===== src/rtl/uart_rx_pkg.sv =====
package uart_rx_pkg;
  typedef enum logic [2:0] {
    ST_IDLE, ST_START, ST_DATA, ST_PAR, ST_STOP
  } rx_state_e;

  localparam int FLG_FULL = 0;
  localparam int FLG_OVR  = 1;
  localparam int FLG_FER  = 2;
  localparam int FLG_PER  = 3;
  localparam int FLG_W    = 4;

  typedef struct packed {
    logic per;
    logic fer;
    logic ovr;
    logic full;
  } flags_t;
endpackage


===== src/rtl/uart_rx_sync.sv =====
module uart_rx_sync #(
  parameter int STAGES = 2
) (
  input  logic clk_i,
  input  logic rst_ni,
  input  logic d_i,
  output logic q_o
);
  logic [STAGES-1:0] sr;

  always_ff @(posedge clk_i or negedge rst_ni) begin
    if (!rst_ni) sr <= '1;
    else         sr <= {sr[STAGES-2:0], d_i};
  end

  assign q_o = sr[STAGES-1];
endmodule


===== src/rtl/uart_rx_frame.sv =====
module uart_rx_frame
  import uart_rx_pkg::*;
#(
  parameter int DATA_W = 8,
  parameter int OSR    = 16
) (
  input  logic              clk_i,
  input  logic              rst_ni,
  input  logic              tick_i,
  input  logic              rxd_i,
  input  logic              par_en_i,
  input  logic              par_odd_i,
  output logic              done_o,
  output logic [DATA_W-1:0] data_o,
  output logic              fer_o,
  output logic              per_o
);
  localparam int CNT_W = $clog2(OSR);
  localparam int BIT_W = $clog2(DATA_W);
  localparam logic [CNT_W-1:0] MID_C  = CNT_W'(OSR/2 - 1);
  localparam logic [CNT_W-1:0] LAST_C = CNT_W'(OSR - 1);
  localparam logic [BIT_W-1:0] LAST_BIT = BIT_W'(DATA_W - 1);

  rx_state_e         state;
  logic [CNT_W-1:0]  cnt;
  logic [BIT_W-1:0]  bit_idx;
  logic [DATA_W-1:0] shreg;
  logic              pbit;
  logic              mid, last;

  assign mid  = tick_i && (cnt == MID_C);
  assign last = tick_i && (cnt == LAST_C);

  always_ff @(posedge clk_i or negedge rst_ni) begin
    if (!rst_ni) begin
      state   <= ST_IDLE;
      cnt     <= '0;
      bit_idx <= '0;
      shreg   <= '0;
      pbit    <= 1'b0;
      done_o  <= 1'b0;
      data_o  <= '0;
      fer_o   <= 1'b0;
      per_o   <= 1'b0;
    end else begin
      done_o <= 1'b0;
      if (state != ST_IDLE && tick_i) cnt <= last ? '0 : cnt + 1'b1;
      unique case (state)
        ST_IDLE: if (tick_i && !rxd_i) begin
          state <= ST_START;
          cnt   <= CNT_W'(1);
        end
        ST_START: begin
          if (mid && rxd_i) state <= ST_IDLE;  // glitch, not a start bit
          else if (last) begin
            state   <= ST_DATA;
            bit_idx <= '0;
          end
        end
        ST_DATA: begin
          if (mid) shreg <= {rxd_i, shreg[DATA_W-1:1]};
          if (last) begin
            if (bit_idx == LAST_BIT) state <= par_en_i ? ST_PAR : ST_STOP;
            else bit_idx <= bit_idx + 1'b1;
          end
        end
        ST_PAR: begin
          if (mid)  pbit  <= rxd_i;
          if (last) state <= ST_STOP;
        end
        ST_STOP: if (mid) begin
          done_o <= 1'b1;
          data_o <= shreg;
          fer_o  <= !rxd_i;
          per_o  <= par_en_i && ((^shreg) ^ pbit ^ par_odd_i);
          state  <= ST_IDLE;
        end
        default: state <= ST_IDLE;
      endcase
    end
  end
endmodule


===== src/rtl/uart_rx_flags.sv =====
module uart_rx_flags
  import uart_rx_pkg::*;
#(
  parameter int DATA_W = 8
) (
  input  logic              clk_i,
  input  logic              rst_ni,
  input  logic              done_i,
  input  logic [DATA_W-1:0] data_i,
  input  logic              fer_i,
  input  logic              per_i,
  input  logic              ack_i,
  input  logic              wr_i,
  input  logic [FLG_W-1:0]  wdata_i,
  output flags_t            flags_o,
  output logic [DATA_W-1:0] data_o
);
  flags_t            nxt;
  logic [FLG_W-1:0]  clr;
  logic              good, fresh;

  assign clr   = wr_i ? ~wdata_i : '0;
  assign fresh = done_i && !flags_o.full;
  assign good  = fresh && !fer_i && !per_i;

  always_comb begin
    nxt.full = (flags_o.full && !ack_i && !clr[FLG_FULL]) || good;
    nxt.ovr  = (flags_o.ovr && !clr[FLG_OVR]) || (done_i && flags_o.full);
    nxt.fer  = (flags_o.fer && !clr[FLG_FER]) || (fresh && fer_i);
    nxt.per  = (flags_o.per && !clr[FLG_PER]) || (fresh && per_i);
  end

  always_ff @(posedge clk_i or negedge rst_ni) begin
    if (!rst_ni) begin
      flags_o <= '0;
      data_o  <= '0;
    end else begin
      flags_o <= nxt;
      if (good) data_o <= data_i;
    end
  end
endmodule


===== src/rtl/uart_rx_status.sv =====
module uart_rx_status
  import uart_rx_pkg::*;
#(
  parameter int DATA_W      = 8,
  parameter int OSR         = 16,
  parameter int SYNC_STAGES = 2
) (
  input  logic              clk_i,
  input  logic              rst_ni,
  input  logic              tick_i,
  input  logic              rxd_i,
  input  logic              par_en_i,
  input  logic              par_odd_i,
  input  logic              sts_wr_i,
  input  logic [3:0]        sts_wdata_i,
  input  logic              dma_ack_i,
  output logic [DATA_W-1:0] rx_data_o,
  output logic              rx_full_o,
  output logic              ovr_err_o,
  output logic              frm_err_o,
  output logic              par_err_o,
  output logic              rxi_req_o,
  output logic              eri_req_o,
  output logic              rxd_raw_o
);
  logic              rxd_s;
  logic              frm_done, frm_fer, frm_per;
  logic [DATA_W-1:0] frm_data;
  flags_t            flags;

  uart_rx_sync #(.STAGES(SYNC_STAGES)) u_sync (
    .clk_i(clk_i), .rst_ni(rst_ni), .d_i(rxd_i), .q_o(rxd_s)
  );

  uart_rx_frame #(.DATA_W(DATA_W), .OSR(OSR)) u_frame (
    .clk_i(clk_i), .rst_ni(rst_ni), .tick_i(tick_i), .rxd_i(rxd_s),
    .par_en_i(par_en_i), .par_odd_i(par_odd_i),
    .done_o(frm_done), .data_o(frm_data), .fer_o(frm_fer), .per_o(frm_per)
  );

  uart_rx_flags #(.DATA_W(DATA_W)) u_flags (
    .clk_i(clk_i), .rst_ni(rst_ni), .done_i(frm_done), .data_i(frm_data),
    .fer_i(frm_fer), .per_i(frm_per), .ack_i(dma_ack_i),
    .wr_i(sts_wr_i), .wdata_i(sts_wdata_i),
    .flags_o(flags), .data_o(rx_data_o)
  );

  assign rx_full_o = flags.full;
  assign ovr_err_o = flags.ovr;
  assign frm_err_o = flags.fer;
  assign par_err_o = flags.per;
  assign rxi_req_o = flags.full;
  assign eri_req_o = flags.ovr | flags.fer | flags.per;
  assign rxd_raw_o = rxd_s;
endmodule


===== config.mk =====
export PLATFORM = sky130hd
export DESIGN_NAME = uart_rx_status
export DESIGN_NICKNAME = d
export VERILOG_FILES = /design/src/rtl/uart_rx_pkg.sv /design/src/rtl/uart_rx_sync.sv /design/src/rtl/uart_rx_frame.sv /design/src/rtl/uart_rx_flags.sv /design/src/rtl/uart_rx_status.sv
export SDC_FILE = /design/constraint.sdc
export NUM_CORES = 1
export LEC_CHECK = 0
export ABC_AREA = 1
export ABC_CLOCK_PERIOD_IN_PS = 2600
export BUFFER_PORTS_ARGS = -buffer_cell sky130_fd_sc_hd__buf_2
export CORE_MARGIN = 2
export CORE_UTILIZATION = 60
export CTS_CLUSTER_DIAMETER = 40
export DETAILED_ROUTE_END_ITERATION = 10
export PLACE_DENSITY = 0.86
export SLEW_MARGIN = 20
export SYNTH_ARGS = -nofsm -noshare
export SYNTH_HDL_FRONTEND = slang
export SYNTH_HIERARCHICAL = 1
export SYNTH_SLANG_ARGS = --single-unit

===== constraint.sdc =====
create_clock -name clk_i -period 2.6 [get_ports clk_i]
set_clock_uncertainty 0.15 [all_clocks]
set_input_delay 0.39 -clock clk_i [delete_from_list [all_inputs] [get_ports clk_i]]
set_output_delay 0.39 -clock clk_i [all_outputs]
set_load 0.05 [all_outputs]

==> run metrics, run 1 <==
layout cells sized above 1=18.0%; post-route ant nets=0; average size of a mapped cell=~8.5 sq um; Synth async-reset ratio=100%; clock-pin slew on the worst setup and hold paths=approximately 0.13 ns; Worst VDD drop=just over 0.5 mV; clock sink count=44; via total after detailed routing=around 1700; Post-Place Cells=315; clock latency at the later pin of the worst-skew pair=0.36 ns; First-pass DRT Iterations=6; synth warn=6; Placer Congestion=approximately 0.83; number of synthesized register bits=44; ranking of synthesized cells by area=dfrtp_1, nand2_1, o21ai_0; data required time of the critical path=between 2 and 3 ns; Max-Cap Viols=0; wire length on met2=roughly 1800 um; met1 wire length=between 1500 and 2000 um; drt drc=0; area leader, netlist=dfrtp_1; WS Path Type=register to register; setup TNS=0 ns; syn_nets=roughly 260; most used cell, CP=nand2_1; HPWL Detailed=2660 um; Iteration-0 DRC Markers=116; clk root buf=clkbuf_4; die area=around 4000 sq um; largest net degree at the start of global routing=45; number of cell rows=21; H-tree depth=2; commonest register cell after synthesis=dfrtp_1; initial antenna violation count=0; EDFF count, synth=0; Max stage delay cell, worst path=dfrtp_1; register area share after synthesis=a little over half; Post-Syn Area=between 2000 and 2500 sq um; Die X=63.2 um; FF-to-FF path depth=6; FMAX=roughly 560 MHz; Inserted Clock Buffers=5; RSZ-0062 raised after global routing=false; worst reg2reg startpoint=u_frame/cnt[0]; Mapped Cells=248; Lkg Pwr=around 1.3 nW; worst-case clock buffer depth=2; vias in the first global route=1569; WP data arrival=1.87 ns; Worst Max-Slew Pin Slew=0.939 ns; I/O Buffers=26; Final #Nets=approximately 300; routed length on met3=186 um; Via density=a little over 5; r2r endpoint=u_frame/fer_o; Crit path largest cell delay=slightly above 0.4 ns; Slew Viols, Final=0; post-synthesis cell type count=28; Initial Util=a little over three fifths; P&R area growth vs syn=13.6%; CORE AREA=roughly 3400 sq um; CP Launch Type=register; Ports=27; # setup viols final=0; Antenna Cells=0; Final Hold Vio Count=0; area taken by multi-input logic gates=around 850 sq um; DR top layer=met4; global route overflow=0; cells along the critical path=ha_1, nand3_2, nor2_4, nand2_1, nand2_1, o21ai_0; CTS tree=done; status=finished, final reports clean; WL/cell=11.6 um; filler cell count in the final layout=about 280; commonest non-fill, non-tap cells in the layout=nand2_1, dfrtp_1, o21ai_0; maximum fanout along the worst path=21; worst reg-to-reg setup slack=0.80 ns; top-area cell type share of the netlist area=between 40 and 50%; Max transition margin=37.4%; min cycle time layout=roughly 1.8 ns; commonest non-fill, non-tap cell in the layout=nand2_1; global-route wire length before repair=between 6000 and 7000 um; PD cells=~780 nW/um^2; Die H=roughly 63 um; fin crit share=a little under 70%; FF+latch area=1100 sq um; GRT Total Usage=21.2%; WL final=3740 um; Setup crit end kind=register; post-route insts no fill=324; HP Class=input pin to async pin
## per-layer routing
layer / vias to the layer above / GRT usage [%]
met1: 781 / 26.0
met3: 6 / 5.00
met5: - / 0
met2: 43 / 37.2
li1: 844 / -
met4: 0 / 6.52
## where the power goes
part,leakage (nW),internal [W],switching [W]
Combinational,0.637,0.000154,0.000276
Sequential,0.600,0.000747,0.0000738
Clock,0.0654,0.000396,0.000218
## timing repair
| item | 4_1_cts | 5_1_grt |
|---|---|---|
| setup endpoints to repair | 0 | 0 |
| setup buffers | 0 | 0 |
| gates resized for setup | 0 | 0 |
| hold buffers | 1 | 0 |
| hold endpoints to repair | 1 | 0 |
## worst max path at each step
stage                       start                end  slack (ns)  depth (start not counted)
2_1_floorplan  u_flags/flags_o[2]          eri_req_o         1.0                          2
3_3_place_gp       u_frame/cnt[0]  u_frame/data_o[4]        0.95                          6
3_5_place_dp       u_frame/cnt[0]      u_frame/fer_o        0.86                          6
4_1_cts            u_frame/cnt[0]      u_frame/fer_o        0.81                          6
5_1_grt            u_frame/cnt[0]  u_frame/data_o[6]        0.64                          6
6_report           u_frame/cnt[0]      u_frame/fer_o        0.80                          6
## synth_stat cells (2+ instances only)
library cell,count
ha_1,3
inv_1,25
xor2_1,3
nand3_1,20
nor2_1,10
buf_2,2
dfrtp_1,42
dfstp_2,2
nand2_1,85
xnor2_1,3
buf_6,2
nor2_4,3
o31ai_1,2
inv_2,4
o21ai_0,27
a21oi_1,3
## cell type report
| cell class | instances | area share [%] |
|---|---|---|
| multi-input cells | 170 | 35.6 |
| clock inverters | 3 | 3.77 |
| clock buffers | 5 | 1.57 |
| well taps | 46 | 2.41 |
| flip-flops and latches | 44 | 46.2 |
| inverters | 29 | 4.56 |
| repair buffers | 27 | 5.87 |
## critical path: cells and delay by family (launching register included)
| family | cells | cell delay, ns |
|---|---|---|
| simple gates | 4 | 0.80 |
| fa+ha+maj | 1 | 0.20 |
| flops | 1 | 0.41 |
| compound gates | 1 | 0.09 |
## metrics by stage
stage          hold slack [ns]  worst slack, ns  cell area, sq um  util [%]  total power (W)
4_1_cts                 0.0391            0.811              2390      71.0          0.00187
6_report                0.0193            0.804              2390      71.0          0.00186
2_1_floorplan          -0.0556            0.996              2100         -          0.00116
5_1_grt                 0.0821            0.638              2390      71.0          0.00198
3_3_place_gp             0.196            0.951              2250      66.9          0.00124
3_5_place_dp             0.198            0.858              2250      66.9          0.00126
## flip-flops by register name (all words and copies together) (netlist names)
register and flops:
u_frame/state 3, u_frame/data_o 8, u_flags/data_o 8, u_flags/flags_o 4, u_frame/shreg 8, u_sync/sr 2
u_frame/pbit 1, u_frame/cnt 4, u_frame/done_o 1, u_frame/per_o 1, u_frame/fer_o 1, u_frame/bit_idx 3
## kinds of logic after synthesis
family	share of synthesized area (%)
xor gates and xnor gates	2.50
AOI/OAI and AO/OA	8.92
and+or+nand+nor	27.2
adders and majority gates	1.78
DFF	52.5
buffers and inverters	7.08
(Power assumes the default switching activity.)
==> run 2, diff against run 1 <==
--- a/config.mk
+++ b/config.mk
@@ -6,13 +6,13 @@
 export NUM_CORES = 1
 export LEC_CHECK = 0
 export ABC_AREA = 1
-export ABC_CLOCK_PERIOD_IN_PS = 2600
+export ABC_CLOCK_PERIOD_IN_PS = 1700
 export BUFFER_PORTS_ARGS = -buffer_cell sky130_fd_sc_hd__buf_2
 export CORE_MARGIN = 2
-export CORE_UTILIZATION = 60
+export CORE_UTILIZATION = 57
 export CTS_CLUSTER_DIAMETER = 40
 export DETAILED_ROUTE_END_ITERATION = 10
-export PLACE_DENSITY = 0.86
+export PLACE_DENSITY = 0.83
 export SLEW_MARGIN = 20
 export SYNTH_ARGS = -nofsm -noshare
 export SYNTH_HDL_FRONTEND = slang
==> constraint.sdc (replaced) <==
create_clock -name clk_i -period 1.7 [get_ports clk_i]
set_clock_uncertainty 0.15 [all_clocks]
set_input_delay 0.255 -clock clk_i [delete_from_list [all_inputs] [get_ports clk_i]]
set_output_delay 0.255 -clock clk_i [all_outputs]
set_load 0.05 [all_outputs]
==> run 2 against run 1 <==
- global-route usage is 1.9 points lower
- critical path depth is 2 higher
- via count is 0.90% higher
- non-clock buffer count rose by 9
- cell count is 3.4% higher
- final area grew 5.6%
- utilization fell by 1.1 points
- largest cell class unchanged
- first-iteration DRC count rose by 7.8%
- fmax up 9.2%
- clock-buffer cell count is the same
- flip-flop and latch count unchanged
- register-to-register slack got worse by 0.75 ns
==> run metrics, run 2 (synthesized netlist as in run 1, its figures left out) <==
WL/cell=11.9 um (+2.6%); data required time of the critical path=1.73 ns (-0.94 ns); worst-case clock buffer depth=2 (unchanged); Lkg Pwr=1.37 nW (+5.0%); worst reg-to-reg setup slack=0.06 ns (-0.75 ns); min cycle time layout=1.64 ns (-0.152 ns); Worst VDD drop=0.593 mV (+16%); Final Hold Vio Count=0 (unchanged); clk root buf=clkbuf_8; maximum fanout along the worst path=4 (-81%); Final Util=70.0% (-1.1 points); commonest non-fill, non-tap cell in the layout=nand2_1; HP Start=sts_wdata_i[0]; WL final=3970 um (+6.1%); Ports=27 (unchanged); CTS tree=done; Max transition margin=77.4% (+40 points); WP data arrival=1.68 ns (-0.19 ns); Setup crit end kind=register; Worst Max-Slew Pin Slew=0.337 ns (-0.602 ns); Die X=64.7 um (+2.4%); HP Class=input pin to register; global-route wire length before repair=6250 um (-5.8%); Iteration-0 DRC Markers=125 (+7.8%); WS Path Type=register to register; largest net degree at the start of global routing=45 (unchanged); Initial Util=58.3% (-4.2 points); GRT Total Usage=19.4% (-1.9 points); status=finished, final reports clean; drt drc=0 (unchanged); worst reg2reg startpoint=u_frame/bit_idx[0]; filler cell count in the final layout=257 (-8.5%); H-tree depth=2 (unchanged); post-route insts no fill=335 (+3.4%); Placer Congestion=1.03 (+23%); via total after detailed routing=1689 (+0.90%); global route overflow=0 (unchanged); die area=4190 sq um (+4.9%); Max-Cap Viols=0 (unchanged); r2r endpoint=u_frame/bit_idx[0]; Via density=5.04 (-2.4%); Die H=64.7 um (+2.4%); initial antenna violation count=0 (unchanged); Inserted Clock Buffers=5 (unchanged); Slew Viols, Final=0 (unchanged); clock latency at the later pin of the worst-skew pair=0.29 ns (-0.07 ns); post-route ant nets=0 (unchanged); layout cells sized above 1=23.7% (+5.7 points); fin crit share=96.7% (+28 points); FMAX=608 MHz (+9.2%); clock sink count=44 (unchanged); PD cells=1170 nW/um^2 (+50%); vias in the first global route=1428 (-9.0%); worst hold stages=3; # setup viols final=0 (unchanged); Largest regs=u_flags/data_o x8, u_frame/data_o x8, u_frame/shreg x8; WHS Endpoint=u_flags/flags_o[0]; FF-to-FF path depth=8 (+2); commonest non-fill, non-tap cells in the layout=nand2_1, dfrtp_1, buf_2, o21ai_0, inv_1; CP Launch Type=register; Final #Nets=301 (+3.1%); First-pass DRT Iterations=4 (-2); I/O Buffers=26 (unchanged); HPWL Detailed=2610 um (-1.9%); CORE AREA=3610 sq um (+7.2%); Post-Place Cells=319 (+1.3%); Antenna Cells=0 (unchanged); P&R area growth vs syn=19.9%; number of cell rows=22 (+4.8%); clock-pin slew on the worst setup and hold paths=0.08 ns (-0.05 ns)
==> run 2: cell count changes in the layout (fill, tap and decap cells not counted), sizes merged <==
cell         previous run  this run
clkinv                  0         1
clkinvlp                0         1
dlygate4sd3             1         2
bufinv                  3         1
buf                    26        34
==> run 2: worst max-delay path by stage <==
stage,startpoint,end,slack [ns],cells past startpoint
CTS,u_frame/cnt[0],u_frame/shreg[7],0.006,6
global route,u_frame/state[2],u_frame/bit_idx[1],-0.05,10
finish,u_frame/bit_idx[0],u_frame/bit_idx[0],0.06,8
floorplan,u_frame/cnt[0],u_frame/state[0],0.16,8
global placement,u_frame/state[2],u_frame/bit_idx[0],0.07,10
detailed placement,u_frame/cnt[0],u_frame/state[1],-0.004,8
==> run 2: what timing repair did <==
| item | CTS | global route |
|---|---|---|
| endpoints found under the setup margin | 2 | 14 |
| buffers inserted | 0 | 6 |
| hold buffers | 2 | 0 |
| endpoints found under the hold margin | 43 | 0 |
| pin swaps | 0 | 5 |
| resized for setup | 1 | 14 |
==> run 2: power breakdown <==
group | switching (W) | leakage (nW) | internal [W]
clock | 0.000349 | 0.0541 | 0.000435
combinational | 0.000535 | 0.714 | 0.000360
sequential | 0.000123 | 0.600 | 0.00114
total | 0.00101 | 1.37 | 0.00194
==> run 2: cell type report <==
type / count / area (sq um) / share of cell area [%]
Inverter: 29 / 109 / 4.32
Multi-Input combinational cell: 170 / 903 / 35.8
Sequential cell: 44 / 1100 / 43.8
Clock buffer: 5 / 68.8 / 2.73
Timing Repair Buffer: 36 / 235 / 9.33
Clock inverter: 3 / 42.5 / 1.69
Tap cell: 48 / 60.1 / 2.38
==> run 2: worst max-delay path, cell delays in order (launching register included) <==
cell and delay, ns:
dfrtp_1 0.42, ha_1 0.22, ha_1 0.20, nor2_1 0.11, nor2_1 0.06, nor2_2 0.20
inv_2 0.06, nand2_1 0.07, o21ai_2 0.05
==> run 2: metal layers <==
layer | global-route usage [%] | share of wire (%)
met5 | 0 | 0
met4 | 7.45 | 1.7
met3 | 4.34 | 4.5
met2 | 29.5 | 48
met1 | 27.1 | 46
==> run 2: through the flow <==
step	hold slack [ns]	cell area, sq um	total power (W)	TNS (ns)	setup slack (ns)
2_1_floorplan	-0.191	2100	0.00178	0	0.161
3_3_place_gp	0.0957	2290	0.00192	0	0.0686
3_5_place_dp	0.0953	2290	0.00194	-0.00399	-0.00399
4_1_cts	0.0255	2430	0.00274	0	0.00587
5_1_grt	0.0477	2520	0.00312	-0.189	-0.0506
6_report	0.0363	2520	0.00294	0	0.0558
